`src/rtl/scsi_xfer_pkg.sv`:
```
// Shared types for the SCSI initiator transfer controller.
// Assumes the phase code is ordered {MSG, C/D, I/O}; bit 0 gives the direction.
package scsi_xfer_pkg;

    typedef enum logic [2:0] {
        PH_DOUT  = 3'b000,
        PH_DIN   = 3'b001,
        PH_CMD   = 3'b010,
        PH_STAT  = 3'b011,
        PH_RSV_O = 3'b100,
        PH_RSV_I = 3'b101,
        PH_MOUT  = 3'b110,
        PH_MIN   = 3'b111
    } scsi_phase_e;

    typedef enum logic [1:0] {
        ST_IDLE,
        ST_WAIT_REQ,
        ST_PRESENT,
        ST_ACK_ON
    } xfer_state_e;

endpackage

```
`src/rtl/phase_gate.sv`:
```
// Synchronizes the asynchronous bus inputs (REQ, phase lines, data) into the clock domain.
// Compares the synchronized phase with the wanted code.
// In target mode the comparison is forced true and the wanted code is driven onto the phase lines.
// Assumes the target holds phase and data stable while REQ is high, so the three pipelines stay aligned.
module phase_gate
    import scsi_xfer_pkg::*;
#(
    parameter int SYNC_STAGES = 2,
    parameter int DATA_W      = 8
) (
    input  logic              clk,
    input  logic              rst_n,
    input  logic              bus_req,
    input  logic [2:0]        bus_phase,
    input  logic [DATA_W-1:0] bus_data,
    input  scsi_phase_e       want,
    input  logic              tgt_mode,
    input  logic              busy,
    output logic              req_s,
    output logic [DATA_W-1:0] data_s,
    output logic              match,
    output logic [2:0]        phase_drv,
    output logic              phase_oe
);

    localparam int PW = 1 + 3 + DATA_W;

    logic [PW-1:0] pipe [SYNC_STAGES];
    logic [2:0]    phase_s;

    genvar g;
    generate
        for (g = 0; g < SYNC_STAGES; g++) begin : g_sync
            if (g == 0) begin : g_first
                // first stage: capture the raw bus lines
                always_ff @(posedge clk) begin
                    if (!rst_n) pipe[g] <= '0;
                    else        pipe[g] <= {bus_req, bus_phase, bus_data};
                end
            end else begin : g_next
                // later stages: shift toward the consumer
                always_ff @(posedge clk) begin
                    if (!rst_n) pipe[g] <= '0;
                    else        pipe[g] <= pipe[g-1];
                end
            end
        end
    endgenerate

    // unpack the last stage and decide the phase check
    always_comb begin
        req_s     = pipe[SYNC_STAGES-1][PW-1];
        phase_s   = pipe[SYNC_STAGES-1][PW-2 -: 3];
        data_s    = pipe[SYNC_STAGES-1][DATA_W-1:0];
        match     = tgt_mode || (phase_s == want);
        phase_drv = want;
        phase_oe  = busy && tgt_mode;
    end

endmodule

```
`src/rtl/req_ack_engine.sv`:
```
// Per-byte REQ/ACK handshake sequencer and byte counter for one block move.
// On each synchronized REQ it checks the phase. It then either captures the bus byte (I/O=1)
// or presents the next send byte (I/O=0) before raising ACK.
// ACK is lowered after REQ falls, except after the last message in byte, where ACK is held.
// Assumes the target does not drop REQ before it sees ACK.
module req_ack_engine
    import scsi_xfer_pkg::*;
#(
    parameter int CNT_W  = 16,
    parameter int DATA_W = 8
) (
    input  logic              clk,
    input  logic              rst_n,
    input  logic              start,
    input  logic [2:0]        phase_cmd,
    input  logic [CNT_W-1:0]  count_cmd,
    input  logic              target_cmd,
    input  logic              clear_ack,
    input  logic              req_s,
    input  logic [DATA_W-1:0] data_s,
    input  logic              match,
    input  logic [DATA_W-1:0] tx_byte,
    output scsi_phase_e       want,
    output logic              tgt_mode,
    output logic              busy,
    output logic              ack,
    output logic              atn_drop,
    output logic              done,
    output logic              irq,
    output logic [DATA_W-1:0] rx_byte,
    output logic              rx_strobe,
    output logic [DATA_W-1:0] data_out,
    output logic              data_oe,
    output logic              tx_take
);

    localparam logic [CNT_W-1:0] ONE = CNT_W'(1);

    xfer_state_e      state_q;
    scsi_phase_e      want_q;
    logic             tgt_q;
    logic [CNT_W-1:0] cnt_q;
    logic             ack_q;
    logic             held_q;
    logic             last;

    // the byte now in flight is the final one of the move
    always_comb begin
        last     = (cnt_q == ONE);
        atn_drop = (state_q == ST_PRESENT) && last && (want_q == PH_MOUT);
    end

    // main move sequencer
    always_ff @(posedge clk) begin
        if (!rst_n) begin
            state_q   <= ST_IDLE;
            want_q    <= PH_DOUT;
            tgt_q     <= 1'b0;
            cnt_q     <= '0;
            ack_q     <= 1'b0;
            held_q    <= 1'b0;
            done      <= 1'b0;
            irq       <= 1'b0;
            rx_byte   <= '0;
            rx_strobe <= 1'b0;
            data_out  <= '0;
            data_oe   <= 1'b0;
            tx_take   <= 1'b0;
        end else begin
            done      <= 1'b0;
            irq       <= 1'b0;
            rx_strobe <= 1'b0;
            tx_take   <= 1'b0;
            case (state_q)
                ST_IDLE: begin
                    if (clear_ack && held_q) begin
                        ack_q  <= 1'b0;
                        held_q <= 1'b0;
                    end else if (start && !held_q) begin
                        want_q <= scsi_phase_e'(phase_cmd);
                        tgt_q  <= target_cmd;
                        if (count_cmd == '0) begin
                            done <= 1'b1;
                        end else begin
                            cnt_q   <= count_cmd;
                            state_q <= ST_WAIT_REQ;
                        end
                    end
                end
                ST_WAIT_REQ: begin
                    if (req_s) begin
                        if (!match) begin
                            irq     <= 1'b1;
                            state_q <= ST_IDLE;
                        end else if (want_q[0]) begin
                            rx_byte   <= data_s;
                            rx_strobe <= 1'b1;
                            ack_q     <= 1'b1;
                            state_q   <= ST_ACK_ON;
                        end else begin
                            data_out <= tx_byte;
                            data_oe  <= 1'b1;
                            tx_take  <= 1'b1;
                            state_q  <= ST_PRESENT;
                        end
                    end
                end
                ST_PRESENT: begin
                    ack_q   <= 1'b1;
                    state_q <= ST_ACK_ON;
                end
                ST_ACK_ON: begin
                    if (!req_s) begin
                        data_oe <= 1'b0;
                        if (last) begin
                            done    <= 1'b1;
                            state_q <= ST_IDLE;
                            if (want_q == PH_MIN) held_q <= 1'b1;
                            else                  ack_q  <= 1'b0;
                        end else begin
                            ack_q   <= 1'b0;
                            cnt_q   <= cnt_q - ONE;
                            state_q <= ST_WAIT_REQ;
                        end
                    end
                end
                default: state_q <= ST_IDLE;
            endcase
        end
    end

    // export the internal state
    always_comb begin
        want     = want_q;
        tgt_mode = tgt_q;
        busy     = (state_q != ST_IDLE);
        ack      = ack_q;
    end


    ack_needs_req_chk: assert property (@(posedge clk) disable iff (!rst_n)
        $rose(ack_q) |-> req_s);


    irq_no_ack_chk: assert property (@(posedge clk) disable iff (!rst_n)
        irq |-> !ack_q);


    done_irq_excl_chk: assert property (@(posedge clk) disable iff (!rst_n)
        !(done && irq));


    cnt_nonzero_chk: assert property (@(posedge clk) disable iff (!rst_n)
        (state_q != ST_IDLE) |-> (cnt_q != '0));


    held_only_msgin_chk: assert property (@(posedge clk) disable iff (!rst_n)
        (state_q == ST_IDLE && ack_q) |-> (want_q == PH_MIN));

endmodule

```
`src/rtl/atn_ctl.sv`:
```
// Attention line holder.
// `set_atn` raises ATN; the engine's final-handshake drop request for message out lowers it.
// A drop wins over a simultaneous set.
// Assumes the drop request arrives on the same edge that raises the final ACK.
module atn_ctl (
    input  logic clk,
    input  logic rst_n,
    input  logic set_atn,
    input  logic atn_drop,
    input  logic ack,
    output logic atn
);

    logic atn_q;

    // hold, set or withdraw attention
    always_ff @(posedge clk) begin
        if (!rst_n)        atn_q <= 1'b0;
        else if (atn_drop) atn_q <= 1'b0;
        else if (set_atn)  atn_q <= 1'b1;
    end

    assign atn = atn_q;


    atn_fall_at_ack_chk: assert property (@(posedge clk) disable iff (!rst_n)
        $fell(atn_q) |-> ack);

endmodule

```
`src/rtl/scsi_xfer_ctl.sv`:
```
// Top of the SCSI initiator phase-check and handshake controller.
// Joins the input synchronizer and phase check, the handshake engine and the attention holder.
// Assumes an asynchronous target on the bus side and a sequencer issuing one move at a time.
module scsi_xfer_ctl
    import scsi_xfer_pkg::*;
#(
    parameter int SYNC_STAGES = 2,
    parameter int CNT_W       = 16,
    parameter int DATA_W      = 8
) (
    input  logic              clk,
    input  logic              rst_n,
    input  logic              start,
    input  logic [2:0]        phase_cmd,
    input  logic [CNT_W-1:0]  count_cmd,
    input  logic              target_cmd,
    input  logic              clear_ack,
    input  logic              set_atn,
    output logic              done,
    output logic              mismatch_irq,
    input  logic              bus_req,
    input  logic [2:0]        bus_phase_in,
    input  logic [DATA_W-1:0] bus_data_in,
    output logic              bus_ack,
    output logic              bus_atn,
    output logic [2:0]        bus_phase_out,
    output logic              bus_phase_oe,
    output logic [DATA_W-1:0] bus_data_out,
    output logic              bus_data_oe,
    input  logic [DATA_W-1:0] tx_byte,
    output logic              tx_take,
    output logic [DATA_W-1:0] rx_byte,
    output logic              rx_strobe
);

    scsi_phase_e       want;
    logic              tgt_mode;
    logic              busy;
    logic              req_s;
    logic [DATA_W-1:0] data_s;
    logic              match;
    logic              atn_drop;

    phase_gate #(
        .SYNC_STAGES (SYNC_STAGES),
        .DATA_W      (DATA_W)
    ) u_gate (
        .clk       (clk),
        .rst_n     (rst_n),
        .bus_req   (bus_req),
        .bus_phase (bus_phase_in),
        .bus_data  (bus_data_in),
        .want      (want),
        .tgt_mode  (tgt_mode),
        .busy      (busy),
        .req_s     (req_s),
        .data_s    (data_s),
        .match     (match),
        .phase_drv (bus_phase_out),
        .phase_oe  (bus_phase_oe)
    );

    req_ack_engine #(
        .CNT_W  (CNT_W),
        .DATA_W (DATA_W)
    ) u_eng (
        .clk        (clk),
        .rst_n      (rst_n),
        .start      (start),
        .phase_cmd  (phase_cmd),
        .count_cmd  (count_cmd),
        .target_cmd (target_cmd),
        .clear_ack  (clear_ack),
        .req_s      (req_s),
        .data_s     (data_s),
        .match      (match),
        .tx_byte    (tx_byte),
        .want       (want),
        .tgt_mode   (tgt_mode),
        .busy       (busy),
        .ack        (bus_ack),
        .atn_drop   (atn_drop),
        .done       (done),
        .irq        (mismatch_irq),
        .rx_byte    (rx_byte),
        .rx_strobe  (rx_strobe),
        .data_out   (bus_data_out),
        .data_oe    (bus_data_oe),
        .tx_take    (tx_take)
    );

    atn_ctl u_atn (
        .clk      (clk),
        .rst_n    (rst_n),
        .set_atn  (set_atn),
        .atn_drop (atn_drop),
        .ack      (bus_ack),
        .atn      (bus_atn)
    );

endmodule

```
`config.mk`:
```
export PLATFORM = sky130hd
export DESIGN_NAME = scsi_xfer_ctl
export DESIGN_NICKNAME = d
export VERILOG_FILES = /design/src/rtl/scsi_xfer_pkg.sv /design/src/rtl/phase_gate.sv /design/src/rtl/req_ack_engine.sv /design/src/rtl/atn_ctl.sv /design/src/rtl/scsi_xfer_ctl.sv
export SDC_FILE = /design/constraint.sdc
export NUM_CORES = 1
export LEC_CHECK = 0
export BUFFER_PORTS_ARGS = -buffer_cell sky130_fd_sc_hd__clkbuf_2
export CAP_MARGIN = 0
export CORE_ASPECT_RATIO = 2
export CORE_MARGIN = 2
export CORE_UTILIZATION = 53
export CTS_CLUSTER_SIZE = 20
export DETAILED_ROUTE_END_ITERATION = 7
export PLACE_DENSITY = 0.76
export REMOVE_ABC_BUFFERS = 1
export SYNTH_ARGS = -nofsm -noshare
export SYNTH_HDL_FRONTEND = slang
export SYNTH_SLANG_ARGS = --single-unit
```
`constraint.sdc`:
```
create_clock -name clk -period 2.1 [get_ports clk]
set_input_delay 0.105 -clock clk [delete_from_list [all_inputs] [get_ports clk]]
set_output_delay 0.105 -clock clk [all_outputs]
set_load 0.03 [all_outputs]
```
Yosys cells after proc, flatten, opt, wreduce, memory -nomap -nowiden
Memory sizes are Yosys's and may differ from the RTL's.
Cells that the tools add are included.
{ "totals": {"mem_bits_rw": 24, "ff_bits": 46, "input_bits": 45, "n_memories": 1, "word_cells": 109, "out_inout_bits": 27} }
{ "classes": {"muxes": 45, "add_sub_neg": 1, "eq_ne": 20, "reduce_logical": 23, "bitwise": 5} }
{ "memory_table": {"columns": ["memory", "words", "width", "read_ports", "rd_clocked_by_memory_dff", "wr", "line", "text"], "rows": [
  ["u_gate.pipe", 2, 12, 2, 0, 2, "phase_gate.sv:28", "logic [PW-1:0] pipe [SYNC_STAGES];"]
]} }
{ "op_table": {"columns": ["cell", "count"], "rows": [
  ["$mux W16", 5],
  ["$pmux W16 S2", 1],
  ["$mux W1", 26],
  ["$mux W12", 2],
  ["$eq A16 B1 Y1 const B", 1],
  ["$logic_not A16 Y1", 1],
  ["$sub A16 B1 Y16 const B", 1],
  ["$reduce_and A5 Y1", 3],
  ["$ne A2 B1 Y1 const B", 7],
  ["$mux W2", 6],
  ["$reduce_and A4 Y1", 3],
  ["$reduce_and A6 Y1", 2],
  ["$ne A2 B2 Y1 const B", 5],
  ["$pmux W2 S4", 1],
  ["$eq A3 B3 Y1 const B", 2],
  ["$pmux W1 S2", 3],
  ["$reduce_and A3 Y1", 2],
  ["$reduce_bool A2 Y1", 3],
  ["$logic_and A1 B1 Y1", 5],
  ["$eq A2 B2 Y1 const B", 2],
  ["$pmux W1 S4", 1],
  ["$eq A3 B3 Y1", 1],
  ["$ne A3 B3 Y1 const B", 1],
  ["$not A1 Y1", 3],
  ["6 further kinds", 7]
]} }

Logic depth before layout (Yosys ltp)
An unclocked memory read counts as a cell.
{ "depth": {"depth_word": 6, "mapped_depth": 9, "ltp_nobuf": 7} }

Cells and area by module
A second synthesis with hierarchy kept.
{ "hier_totals": {"hier_cells": 356, "area_unflattened_um2": 3138.0} }
{ "by_module_without_submodules": {"columns": ["module", "area_each_um2", "n_inst", "seq_area_each_um2", "cells_each"], "rows": [
  ["req_ack_engine", 2362.3, 1, 900.9, 295],
  ["phase_gate", 739.5, 1, 480.5, 58],
  ["atn_ctl", 36.3, 1, 20.0, 3]
]} }

Worst setup path after synthesis
Ideal clock, no wire load.
{ "synth_timing": {"path_kind": "flip-flop to flip-flop", "from": "register u_eng.state_q[0]", "to": "register u_eng.cnt_q[2]", "required_time_ps": 2026, "stages_incl_launch_ff": 8, "arrival_ps": 1864, "setup_ps": 74, "path_buffers": 0, "slack_ps": 162, "path_cell_list": "dfxtp_1 inv_1 ha_1 nand3b_1 o21ai_1 o211ai_1 or4_1 a31oi_1"} }
{ "synth_between": {"elab_chain_cells": 3, "word_cells_on_any_way": 10} }
{ "synth_lines": {"columns": ["item", "line", "text"], "rows": [
  ["start, declared", "req_ack_engine.sv:39", "xfer_state_e state_q;"],
  ["start signal, assigned", "req_ack_engine.sv:56", "state_q <= ST_IDLE;"],
  ["start signal, assigned", "req_ack_engine.sv:86", "state_q <= ST_WAIT_REQ;"],
  ["start signal, assigned", "req_ack_engine.sv:94", "state_q <= ST_IDLE;"],
  ["$eq A2 B2 Y1 / $logic_not A2 Y1 (equally long branches)", "req_ack_engine.sv:74", "case (state_q)"],
  ["$ne A2 B2 Y1 (no line), or another cell as far along", null, null],
  ["$reduce_and A6 Y1 (no line)", null, null],
  ["end signal, assigned", "req_ack_engine.sv:85", "cnt_q <= count_cmd;"],
  ["end signal, assigned", "req_ack_engine.sv:122", "cnt_q <= cnt_q - ONE;"],
  ["end, declared", "req_ack_engine.sv:42", "logic [CNT_W-1:0] cnt_q;"]
]} }
Parallel ways exist; a longest one is shown, timed or not.
A chain may end at the register's enable or synchronous reset.

Worst setup path after layout
Same ends and word-level chain as after synthesis.

==> summary.txt <==
Outcome
  – Outcome: finished, final reports clean

Global route
  – GRT Overall Usage: 28.5%
  – Largest net degree at the start of global routing: 50
  – First-pass GRT wire length: 14300 µm
  – Antenna violations before repair: 0
  – Vias in the first global route: 3055
  – Total grt overflow: 0

Die
  – Die height: 113 µm
  – I/O pins: 72
  – Die Width: 58.4 µm
  – Starting density of the core: 54.9%
  – Rows: 39
  – Die area: 6580 µm²
  – Core area: approximately 5700 µm²

Logic synthesis
  – Leading area contributor after synthesis: dfxtp_1
  – Synth top cells by count: dfxtp_1, nor2_1, and2_1
  – Synth cell types: 54
  – Share of the synthesized area in the top cell type: between 40% and 50%
  – EDFF count, synth: 0
  – Top cells by area, synth: dfxtp_1, mux2i_1, and2_1
  – Synthesized area per cell: 9.27 µm²
  – Most frequent cell after synthesis: dfxtp_1
  – Post-synthesis instance total: 338
  – Post-Syn Area: about 3100 µm²
  – Top FF cell, synth: dfxtp_1
  – Synth async-reset ratio: 0%
  – Synthesized flop and latch total: 70
  – Yosys warning count: 0
  – Seq/Total Area, Yosys: about 45%

Drt
  – Detailed router's first-iteration violation count: around 130
  – WL per Instance: roughly 18 µm
  – DR vias: 3013
  – Drt pass-1 iters: 4
  – DRT antenna net count: 0
  – Final WL: 8930 µm
  – Via density: 5.95
  – DRC: 0

Final layout
  – Seq. cell area: 1400 µm²
  – Synth-to-layout area growth: 33.6%
  – Antenna cell count: 0
  – Multi-input gate area: 1650 µm²
  – Layout fillers: 445
  – Final net count: 493
  – Fin cells: 506
  – Fraction of layout cells with a size suffix above 1: 29.4%

Power and ir drop
  – Total power draw: ~3.8 mW
  – Max VDD drop: 1.15 mV
  – Pwr Density: 909 nW/µm²
  – Leakage power: 1.86 nW

CTS
  – Clock Sinks: 70
  – Clock latency on the worst-skew pair: 0.34 ns
  – H-tree levels: 3
  – TritonCTS Buffers: 9
  – CTS Root Cell: clkbuf_16
  – CTS max path bufs: 2
  – Clk slew on worst S/H paths: 0.05 ns
  – CTS tree: built

Placed design
  – Port Buffer Count: 71
  – DP Worst Slack: -0.0343 ns
  – Routability cong.: 0.955
  – Hpwl dp: 6550 µm
  – Inst Count DP: around 480

Worst hold path
  – WHS Path Cells: 3
  – Hold/Removal Path Class: primary input to flop

Setup path
  – Setup CP Type: flop to flop
  – Crit start category: flop
  – Worst setup EP type: flop
  – Worst Path Required: 2.36 ns
  – Critical path peak fanout: 11
  – Worst R2R Path Depth: 8
  – CP arrival: about 2.3 ns

STA
  – Hold Vio Cnt, Final: 0
  – Final setup fails: 0
  – Skew final: 0.00710 ns
  – Slew HR: 65.5%
  – Worst setup margin: between 0.09 and 0.1 ns
  – Tcrit/Tclk final: 95.7%
  – Max-slew violations: 0
  – Worst hold slack: approximately 0.012 ns
  – Fmax: about 0.50 GHz
  – Final Critical Period: 2.01 ns
  – Slew @ Worst Pin: between 0.5 and 0.6 ns

Job
  – Max Cap Viol: 0
-- worst max-delay path, cell delays in order (launching register included) --
cell	delay [ns]
dfxtp_1	0.39
inv_1	0.11
ha_4	0.19
nor4b_2	0.15
nand4_1	0.11
o211ai_1	0.10
buf_4	0.20
or4_1	0.51
a31oi_1	0.17
-- power by group --
part,total [mW],internal (mW),switching (mW)
Combinational,0.760,0.334,0.425
Sequential,1.48,1.41,0.0703
Clock,1.57,1.03,0.538
Total,3.80,2.77,1.03
-- path summary, 6_finish.rpt --
path | startpoint | endpoint | slack [ns]
min reg2reg | u_gate.pipe[0][1] | u_gate.pipe[1][1] | 0.43
max reg2reg | u_eng.state_q[0] | u_eng.cnt_q[2] | 0.09
min | tx_byte[1] | u_eng.data_out[1] | 0.01
max | u_eng.state_q[0] | u_eng.cnt_q[2] | 0.09
-- placed cells by master, fill, tap and decap left out, types with 9 or more instances in the layout --
master         count
inv_1             10
o31ai_1            9
and2_1            26
nand2_1           13
clkbuf_16          9
nand4_1           13
mux2i_1           22
nor2_1            33
dlygate4sd3_1     14
a21oi_1           10
clkbuf_2          71
buf_4             28
dfxtp_1           69
-- cell type report --
class | instances | share of cell area, %
Multi-Input combinational cell | 236 | 39.5
Sequential cell | 70 | 33.5
Timing Repair Buffer | 113 | 16.9
Clock buffer | 11 | 5.56
Tap cell | 61 | 1.82
Clock inverter | 4 | 1.73
Inverter | 11 | 0.987
-- sequential cells by signal, summed over array words and instances, names as in the netlist, named ones only --
register,count
u_atn.atn,1
u_eng.ack,1
u_eng.cnt_q,16
u_eng.data_oe,1
u_eng.data_out,8
u_eng.done,1
u_eng.held_q,1
u_eng.irq,1
u_eng.rx_byte,8
u_eng.rx_strobe,1
u_eng.state_q,1
u_eng.tgt_mode,1
u_eng.tx_take,1
u_eng.want,3
u_gate.pipe,24
-- what timing repair did --
item                                    in CTS  in global routing
gates resized for setup                      1                 12
pin swaps                                    0                  1
hold buffers                                14                  0
endpoints found under the setup margin       6                 16
cloned                                       0                  0
endpoints found under the hold margin       14                  0
setup buffers                                0                  1
-- cells by family (layout without fill, tap and decap cells) --
| kind of cell | after synthesis | count (layout) | share of synthesized area [%] |
|---|---|---|---|
| DFF | 70 | 70 | 44.7 |
| muxes | 22 | 22 | 7.03 |
| and+or+nand+nor | 130 | 130 | 23.5 |
| xor gates and xnor gates | 3 | 3 | 0.839 |
| AOI/OAI and AO/OA | 74 | 74 | 16.9 |
| adders and majority gates | 7 | 7 | 2.80 |
| buffers and inverters | 32 | 139 | 4.11 |
-- metal layers --
metal  vias up  GRT usage [%]  part of all wire, %  wire (µm)
met5         -              0                    0          0
met4         0           16.0                  4.1        367
met3        27           6.63                  4.1        365
met2       100           52.4                   57       5090
met1      1439           27.7                   35       3110
li1       1447              -                    -          -
-- per-stage QoR --
stage | utilization (%) | TNS [ns] | area [µm²]
after CTS | 72.3 | 0 | 4130
after detailed placement | 64.4 | -0.0973 | 3680
after global placement | 64.4 | 0 | 3680
after global routing | 73.3 | -0.0186 | 4180
final | 73.3 | 0 | 4180
after floorplan | - | -4.49 | 3040
Power figures use the tool's default switching activity.
